--- src/rtl/sysctl_pkg.sv ---
package sysctl_pkg;

    localparam int CTL_W = 32;

    // register numbers decoded by the instruction decoder
    typedef enum logic [4:0] {
        REG_COUNT  = 5'd9,
        REG_STATUS = 5'd12,
        REG_EPC    = 5'd14,
        REG_ERRPC  = 5'd30
    } ctl_reg_e;

    // status word field positions
    localparam int ST_EXL   = 1;
    localparam int ST_ERL   = 2;
    localparam int ST_KSU_L = 3;
    localparam int ST_KSU_H = 4;
    localparam int ST_EIE   = 16;
    localparam int ST_EDI   = 17;

    localparam logic [CTL_W-1:0] STATUS_RD_MASK  = 32'hF0C7_9C1F;
    localparam logic [CTL_W-1:0] STATUS_RST_VAL  = 32'h0000_0004;
    localparam logic [CTL_W-1:0] DELAY_SLOT_STEP = 32'd4;

    typedef struct packed {
        logic ei;
        logic di;
        logic eret;
    } priv_op_t;

    typedef struct packed {
        logic en;
        logic on_true;
        logic likely;
    } branch_req_t;

    function automatic logic is_kernel(input logic [CTL_W-1:0] st);
        return st[ST_EXL] | st[ST_ERL] | (st[ST_KSU_H:ST_KSU_L] == 2'b00);
    endfunction

    function automatic logic [CTL_W-1:0] elapsed_step(input logic [CTL_W-1:0] now_cyc,
                                                      input logic [CTL_W-1:0] ref_cyc);
        logic [CTL_W-1:0] d;
        d = now_cyc - ref_cyc;
        return (d == '0) ? {{(CTL_W-1){1'b0}}, 1'b1} : d;
    endfunction

endpackage

--- src/rtl/sysctl_status.sv ---
module sysctl_status
    import sysctl_pkg::*;
(
    input  logic             clk,
    input  logic             rst,
    input  logic             wr_en,
    input  logic [4:0]       wr_addr,
    input  logic [CTL_W-1:0] wr_data,
    input  priv_op_t         op,
    output logic [CTL_W-1:0] status_q,
    output logic [CTL_W-1:0] epc_q,
    output logic [CTL_W-1:0] errpc_q,
    output logic             kernel
);

    logic             wr_status;
    logic             wr_epc;
    logic             wr_errpc;
    logic             ie_allowed;
    logic [CTL_W-1:0] status_d;

    assign wr_status = wr_en && (wr_addr == REG_STATUS);
    assign wr_epc    = wr_en && (wr_addr == REG_EPC);
    assign wr_errpc  = wr_en && (wr_addr == REG_ERRPC);

    assign kernel     = is_kernel(status_q);
    assign ie_allowed = kernel | status_q[ST_EDI];

    always_comb begin
        status_d = wr_status ? wr_data : status_q;
        if (op.eret) begin
            // the flag being retired is chosen from the state before this cycle
            if (status_q[ST_ERL]) begin
                status_d[ST_ERL] = 1'b0;
            end else begin
                status_d[ST_EXL] = 1'b0;
            end
        end else if ((op.ei || op.di) && ie_allowed) begin
            status_d[ST_EIE] = op.ei;
        end
    end

    always_ff @(posedge clk) begin
        if (rst) begin
            status_q <= STATUS_RST_VAL;
            epc_q    <= '0;
            errpc_q  <= '0;
        end else begin
            status_q <= status_d;
            if (wr_epc) begin
                epc_q <= wr_data;
            end
            if (wr_errpc) begin
                errpc_q <= wr_data;
            end
        end
    end

endmodule

--- src/rtl/sysctl_count.sv ---
module sysctl_count
    import sysctl_pkg::*;
(
    input  logic             clk,
    input  logic             rst,
    input  logic             rd_hit,
    input  logic             wr_hit,
    input  logic [CTL_W-1:0] wr_data,
    output logic [CTL_W-1:0] rd_value
);

    logic [CTL_W-1:0] cyc_q;
    logic [CTL_W-1:0] ref_q;
    logic [CTL_W-1:0] count_q;

    assign rd_value = count_q + elapsed_step(cyc_q, ref_q);

    always_ff @(posedge clk) begin
        if (rst) begin
            cyc_q   <= '0;
            ref_q   <= '0;
            count_q <= '0;
        end else begin
            cyc_q <= cyc_q + 1'b1;
            if (wr_hit) begin
                count_q <= wr_data;
                ref_q   <= cyc_q;
            end else if (rd_hit) begin
                count_q <= rd_value;
                ref_q   <= cyc_q;
            end
        end
    end

endmodule

--- src/rtl/sysctl_cond.sv ---
module sysctl_cond #(
    parameter int NCHAN = 10
) (
    input  logic [NCHAN-1:0] cis,
    input  logic [NCHAN-1:0] chan_mask,
    output logic             cond
);

    logic [NCHAN-1:0] chan_ok;

    for (genvar g = 0; g < NCHAN; g++) begin : g_chan
        assign chan_ok[g] = cis[g] | ~chan_mask[g];
    end

    assign cond = &chan_ok;

endmodule

--- src/rtl/sysctl_redirect.sv ---
module sysctl_redirect
    import sysctl_pkg::*;
(
    input  logic             clk,
    input  logic             rst,
    input  logic             eret,
    input  logic             erl,
    input  logic [CTL_W-1:0] epc,
    input  logic [CTL_W-1:0] errpc,
    input  branch_req_t      br,
    input  logic             cond,
    input  logic [CTL_W-1:0] pc_in,
    input  logic [CTL_W-1:0] target,
    output logic             valid_q,
    output logic [CTL_W-1:0] pc_q
);

    logic taken;
    assign taken = br.en && (cond == br.on_true);

    always_ff @(posedge clk) begin
        if (rst) begin
            valid_q <= 1'b0;
            pc_q    <= '0;
        end else if (eret) begin
            valid_q <= 1'b1;
            pc_q    <= erl ? errpc : epc;
        end else if (taken) begin
            valid_q <= 1'b1;
            pc_q    <= target;
        end else if (br.en && br.likely) begin
            valid_q <= 1'b1;
            pc_q    <= pc_in + DELAY_SLOT_STEP;
        end else begin
            valid_q <= 1'b0;
        end
    end

endmodule

--- src/rtl/sysctl_unit.sv ---
module sysctl_unit
    import sysctl_pkg::*;
#(
    parameter int NCHAN = 10
) (
    input  logic             clk,
    input  logic             rst,
    input  logic             reg_rd_en,
    input  logic             reg_wr_en,
    input  logic [4:0]       reg_addr,
    input  logic [31:0]      reg_wdata,
    output logic [31:0]      reg_rdata,
    input  logic             op_ei,
    input  logic             op_di,
    input  logic             op_eret,
    input  logic             bc_en,
    input  logic             bc_on_true,
    input  logic             bc_likely,
    input  logic [31:0]      pc_in,
    input  logic [31:0]      bc_target,
    input  logic [NCHAN-1:0] dma_cis,
    input  logic [NCHAN-1:0] dma_chan_mask,
    output logic             cond_true,
    output logic             kernel_mode,
    output logic             redirect_valid,
    output logic [31:0]      redirect_pc
);

    priv_op_t         op;
    branch_req_t      br;
    logic [CTL_W-1:0] status_q;
    logic [CTL_W-1:0] epc_q;
    logic [CTL_W-1:0] errpc_q;
    logic [CTL_W-1:0] count_rd;
    logic             count_rd_hit;
    logic             count_wr_hit;

    assign op = '{ei: op_ei, di: op_di, eret: op_eret};
    assign br = '{en: bc_en, on_true: bc_on_true, likely: bc_likely};

    assign count_rd_hit = reg_rd_en && (reg_addr == REG_COUNT);
    assign count_wr_hit = reg_wr_en && (reg_addr == REG_COUNT);

    sysctl_status i_status (
        .clk      (clk),
        .rst      (rst),
        .wr_en    (reg_wr_en),
        .wr_addr  (reg_addr),
        .wr_data  (reg_wdata),
        .op       (op),
        .status_q (status_q),
        .epc_q    (epc_q),
        .errpc_q  (errpc_q),
        .kernel   (kernel_mode)
    );

    sysctl_count i_count (
        .clk      (clk),
        .rst      (rst),
        .rd_hit   (count_rd_hit),
        .wr_hit   (count_wr_hit),
        .wr_data  (reg_wdata),
        .rd_value (count_rd)
    );

    sysctl_cond #(.NCHAN(NCHAN)) i_cond (
        .cis       (dma_cis),
        .chan_mask (dma_chan_mask),
        .cond      (cond_true)
    );

    sysctl_redirect i_redirect (
        .clk     (clk),
        .rst     (rst),
        .eret    (op_eret),
        .erl     (status_q[ST_ERL]),
        .epc     (epc_q),
        .errpc   (errpc_q),
        .br      (br),
        .cond    (cond_true),
        .pc_in   (pc_in),
        .target  (bc_target),
        .valid_q (redirect_valid),
        .pc_q    (redirect_pc)
    );

    always_comb begin
        reg_rdata = '0;
        if (reg_rd_en) begin
            case (reg_addr)
                REG_STATUS: reg_rdata = status_q & STATUS_RD_MASK;
                REG_COUNT:  reg_rdata = count_rd;
                REG_EPC:    reg_rdata = epc_q;
                REG_ERRPC:  reg_rdata = errpc_q;
                default:    reg_rdata = '0;
            endcase
        end
    end

endmodule

--- config.mk ---
export PLATFORM = sky130hd
export DESIGN_NAME = sysctl_unit
export DESIGN_NICKNAME = d
export VERILOG_FILES = /design/src/rtl/sysctl_pkg.sv /design/src/rtl/sysctl_status.sv /design/src/rtl/sysctl_count.sv /design/src/rtl/sysctl_cond.sv /design/src/rtl/sysctl_redirect.sv /design/src/rtl/sysctl_unit.sv
export SDC_FILE = /design/constraint.sdc
export NUM_CORES = 1
export LEC_CHECK = 0
export BUFFER_PORTS_ARGS = -buffer_cell sky130_fd_sc_hd__clkbuf_2
export CAP_MARGIN = 15
export CORE_MARGIN = 2
export CORE_UTILIZATION = 54
export DETAILED_ROUTE_END_ITERATION = 8
export GPL_TIMING_DRIVEN = 0
export HOLD_SLACK_MARGIN = 0.06
export PLACE_DENSITY = 0.78
export SYNTH_ARGS = -nofsm -noshare
export SYNTH_HDL_FRONTEND = slang
export SYNTH_SLANG_ARGS = --single-unit
--- constraint.sdc ---
create_clock -name clk -period 8.72 [get_ports clk]
set_clock_uncertainty 0.05 [all_clocks]
set_input_delay 1.744 -clock clk [delete_from_list [all_inputs] [get_ports clk]]
set_output_delay 1.744 -clock clk [all_outputs]
set_load 0.02 [all_outputs]
==> impl.org <==
** Finish
- Combined area of the multi-input logic cells :: 8770 um^2
- Number of nets in the final layout :: 2229
- The filler cells instantiated in the layout total 2244.
- Once layout is complete, the cells apart from fillers number 2371.
- Area occupied by registers :: 4220 um^2
- Relative to the synthesized area, the layout overhead comes to 16.8%.
- Fraction of final layout cells sized beyond drive strength 1 :: 14.0%
- Diode count :: 0
- The finished cells cover 15700 um^2.

** Placement
- HPWL Detailed :: 35.4 mm
- Port Buffer Count :: 195
- Routability congestion estimate :: 0.984
- # placed instances :: 2331
- After detailed placement, the total cell area comes to 14800 um^2.

** CTS
- Worst-path clk slew :: 60 ps
- Clock tree from TritonCTS :: built
- Total number of clock tree sinks :: 211
- The cell sitting at the root of the clock tree is a sky130_fd_sc_hd__clkbuf_16.
- Maximum buffer depth of the clock tree :: 3
- Post-CTS Setup Inserts :: 0
- The number of clock buffers added by TritonCTS is 23.
- The later pin in the worst-skew pair is clocked with a latency of 520 ps.
- CTS built an H-tree with a depth of 1.

** Global routing
- Entering global routing, the biggest net connects 14 pins.
- The first global-routing pass estimated 69.1 mm of wire.
- Antenna violations before repair :: 0
- Global-route usage over all layers :: 32.9%
- For this run the aggregate overflow at the end of global routing stands at 0.
- Vias in the first global route :: 13500

** Drt
- The count of nets left with antenna violations once routing finished came out at 0.
- Vias per cell :: 5.91
- After detailed routing, the average wire length per cell comes to 19.0 um.
- For this run, the detailed router's first-pass iteration total came to 6.
- Summing over every cut layer, the via total after detailed routing is 14000.
- Number of remaining DRC errors :: 0
- Number of design-rule violations left by the first detailed-router iteration :: 1005
- Summed over all layers, the routed wires come to 45.1 mm.

** Worst setup path
- In this run the critical register-to-register path is captured at i_count.count_q[28]$_SDFFE_PP0P_.
- On the critical path, the stage with the largest delay is an instance of sky130_fd_sc_hd__or4b_1.
- In this design, the largest share of critical-path delay is due to simple AND/OR/NAND/NOR gates.
- Setup slack on the worst reg-to-reg path comes out at 2560 ps.
- Maximum cell stage delay along the critical path :: 470 ps
- In this run the worst setup path begins at i_count.cyc_q[0]$_SDFF_PP0_.
- Critical Path End Type :: output port
- The worst setup path is launched from a flop.
- The most critical setup path has its endpoint at reg_rdata[31].
- Launching point of the worst reg2reg path :: i_count.cyc_q[0]$_SDFF_PP0_
- Number of buffers and inverters on the critical path :: 3
- For the worst setup path, the data required time is 6930 ps.
- Along the worst path, the maximum fanout reaches 5.
- Cell depth of the worst flop-to-flop path :: 25
- Data on the critical path arrives at its endpoint at 6690 ps.
- Counting buffers and inverters, the worst setup path is 26 cells deep.
- The worst setup path is of the flop to output port kind.

** Floorplan
- I/O Pins :: 198
- Placeable core area :: 24400 um^2
- In this run the horizontal extent of the chip is 162 um.
- Area of the die :: 26200 um^2
- Measured along the y axis, the die boundary spans 162 um.
- The initialized floorplan defines 57 standard-cell rows.
- Initial core utilization :: 55.2%

** Power
- PwrDens :: 149 nW/um^2
- Total design power :: 2.34 mW
- In this run the static leakage power is 6.45 nW.
- The worst-case IR drop observed on VDD is 0.000132 V.

** Timing
- The worst pin sits at a relative slew slack of 24.1%.
- The final-report max-slew violation count was 0.
- Final Cycle Share :: 97.3%
- Setup violations remaining at the end of the flow were counted as 0.
- Transition time at the pin with the least slew margin :: 1130 ps
- Achievable Freq :: 118 MHz
- Subtracting the final worst setup slack from the clock period gives 8480 ps.
- Fin. Hold Viols :: 0

** Run status
- Status :: finished, final reports clean

** Synth
- Post-synth ARST share :: 0%
- A synthesized cell averages 7.43 um^2.
- After synthesis the cells add up to 13500 um^2.
- During synthesis, Yosys emitted a total of 0 warnings.
- Number of enable flip-flop cells after synthesis :: 0
- Number of instances in the synthesized netlist :: 1812
- After synthesis, the netlist uses 69 different library cells.
- The most used flip-flop cell after synthesis is sky130_fd_sc_hd__dfxtp_1.
- Summing the sequential cell areas from Yosys gives 31.4% of the chip area.
- Number of synthesized register bits :: 211
- The number of nets in the synthesized netlist is 2009.

** Hold path
- Class of the tightest hold or removal check :: flop to flop

** Flow run
- Number of max-cap violations :: 0
worst min path at each step:
stage                     depth (start not counted)                             start                               end  slack (ps)
after floorplan                                   2    i_count.ref_q[26]$_SDFFE_PP0P_    i_count.ref_q[26]$_SDFFE_PP0P_         380
after global placement                            2    i_count.ref_q[13]$_SDFFE_PP0P_    i_count.ref_q[13]$_SDFFE_PP0P_         390
after detailed placement                          2  i_redirect.pc_q[14]$_SDFFE_PP0P_  i_redirect.pc_q[14]$_SDFFE_PP0P_         390
after CTS                                         2  i_redirect.pc_q[14]$_SDFFE_PP0P_  i_redirect.pc_q[14]$_SDFFE_PP0P_         400
after global routing                              2  i_redirect.pc_q[23]$_SDFFE_PP0P_  i_redirect.pc_q[23]$_SDFFE_PP0P_         420
final                                             2   i_redirect.pc_q[9]$_SDFFE_PP0P_   i_redirect.pc_q[9]$_SDFFE_PP0P_         400
layout make-up:
type / instances / area share (%)
buffer: 103 / 2.53
timing repair buffer: 195 / 6.21
tap: 324 / 2.58
clock buffer: 33 / 4.16
multi-input combinational: 1439 / 55.8
inverter: 59 / 1.41
sequential: 211 / 26.9
clock inverter: 7 / 0.454
worst min-delay path, stage by stage, from the launching register on:
cell	delay, ps
sky130_fd_sc_hd__dfxtp_1	310
sky130_fd_sc_hd__nand2_1	50
sky130_fd_sc_hd__a21oi_1	50
metal layers:
metal | track usage (%) | up-vias | share of wire, %
met5 | 0 | - | 0
met4 | 20.0 | 0 | 6.5
met3 | 4.47 | 164 | 6.7
met2 | 60.0 | 590 | 49
met1 | 36.3 | 6471 | 38
li1 | - | 6797 | -
cell usage after synthesis, types with 14 or more instances:
cell / n / area, um^2
sky130_fd_sc_hd__a211oi_1: 29 / 218
sky130_fd_sc_hd__a21o_1: 18 / 135
sky130_fd_sc_hd__a21oi_1: 244 / 1220
sky130_fd_sc_hd__a311oi_1: 14 / 123
sky130_fd_sc_hd__and2_1: 18 / 113
sky130_fd_sc_hd__and3_1: 20 / 125
sky130_fd_sc_hd__clkbuf_1: 93 / 349
sky130_fd_sc_hd__dfxtp_1: 211 / 4220
sky130_fd_sc_hd__ha_1: 64 / 801
sky130_fd_sc_hd__inv_1: 59 / 221
sky130_fd_sc_hd__mux2_2: 23 / 259
sky130_fd_sc_hd__mux2i_1: 47 / 470
sky130_fd_sc_hd__nand2_1: 380 / 1430
sky130_fd_sc_hd__nand3_1: 32 / 160
sky130_fd_sc_hd__nand4_1: 16 / 100
sky130_fd_sc_hd__nor2_1: 164 / 616
sky130_fd_sc_hd__nor3_1: 16 / 80.1
sky130_fd_sc_hd__o211ai_1: 33 / 248
sky130_fd_sc_hd__o21ai_0: 46 / 230
sky130_fd_sc_hd__o22ai_1: 17 / 106
sky130_fd_sc_hd__or3_1: 15 / 93.8
sky130_fd_sc_hd__xnor2_1: 42 / 368
sky130_fd_sc_hd__xor2_1: 62 / 543
layout by cell type, fill, tap and decap left out, types with 18 or more instances in the layout:
cell,count
sky130_fd_sc_hd__o211ai_1,33
sky130_fd_sc_hd__a21o_1,18
sky130_fd_sc_hd__o21ai_0,44
sky130_fd_sc_hd__dfxtp_1,211
sky130_fd_sc_hd__and3_1,20
sky130_fd_sc_hd__and2_1,18
sky130_fd_sc_hd__clkbuf_16,23
sky130_fd_sc_hd__ha_1,63
sky130_fd_sc_hd__inv_1,59
sky130_fd_sc_hd__a211oi_1,28
sky130_fd_sc_hd__nand2_1,380
sky130_fd_sc_hd__nand3_1,32
sky130_fd_sc_hd__xor2_1,62
sky130_fd_sc_hd__mux2i_1,47
sky130_fd_sc_hd__clkbuf_2,195
sky130_fd_sc_hd__a21oi_1,241
sky130_fd_sc_hd__xnor2_1,41
sky130_fd_sc_hd__nor2_1,164
sky130_fd_sc_hd__clkbuf_1,99
sky130_fd_sc_hd__mux2_2,23
power breakdown:
part           switching [mW]  internal [mW]
combinational           0.248          0.142
clock                   0.404          0.551
sequential             0.0126          0.982
total                   0.665           1.67
stage by stage:
stage	setup WS, ps	hold WS, ps	util, %	setup TNS, ps
6_report	236	398	64.4	0
5_1_grt	-124	420	64.4	-206
4_1_cts	-59.4	402	64.0	-74.8
3_5_place_dp	146	394	60.9	0
3_3_place_gp	265	388	60.9	0
2_1_floorplan	1340	382	-	0
cells by family (layout without fill, tap and decap cells):
family	count (synthesis)	in the layout	share of synthesized area, %
adders and majority gates	66	66	6.25
and+or+nand+nor	715	715	23.0
AOI/OAI and AO/OA	483	483	22.5
DFF	211	211	31.4
buffers and inverters	162	397	4.60
muxes	70	70	5.42
xor gates and xnor gates	105	105	6.93
sequential cells by signal, indices dropped and copies added (netlist names):
signal              flops
i_status.epc_q         32
i_redirect.pc_q        32
i_count.cyc_q          32
i_count.ref_q          32
i_status.errpc_q       32
i_count.count_q        32
i_status.status_q      18
i_redirect.valid_q      1
repair_timing:
item	CTS	global route
endpoints found under the hold margin	0	0
pin swaps	0	5
gates resized for setup	6	19
setup endpoints to repair	8	13
cloned	0	0
hold buffers	0	0
Power figures use the tool's default switching activity.
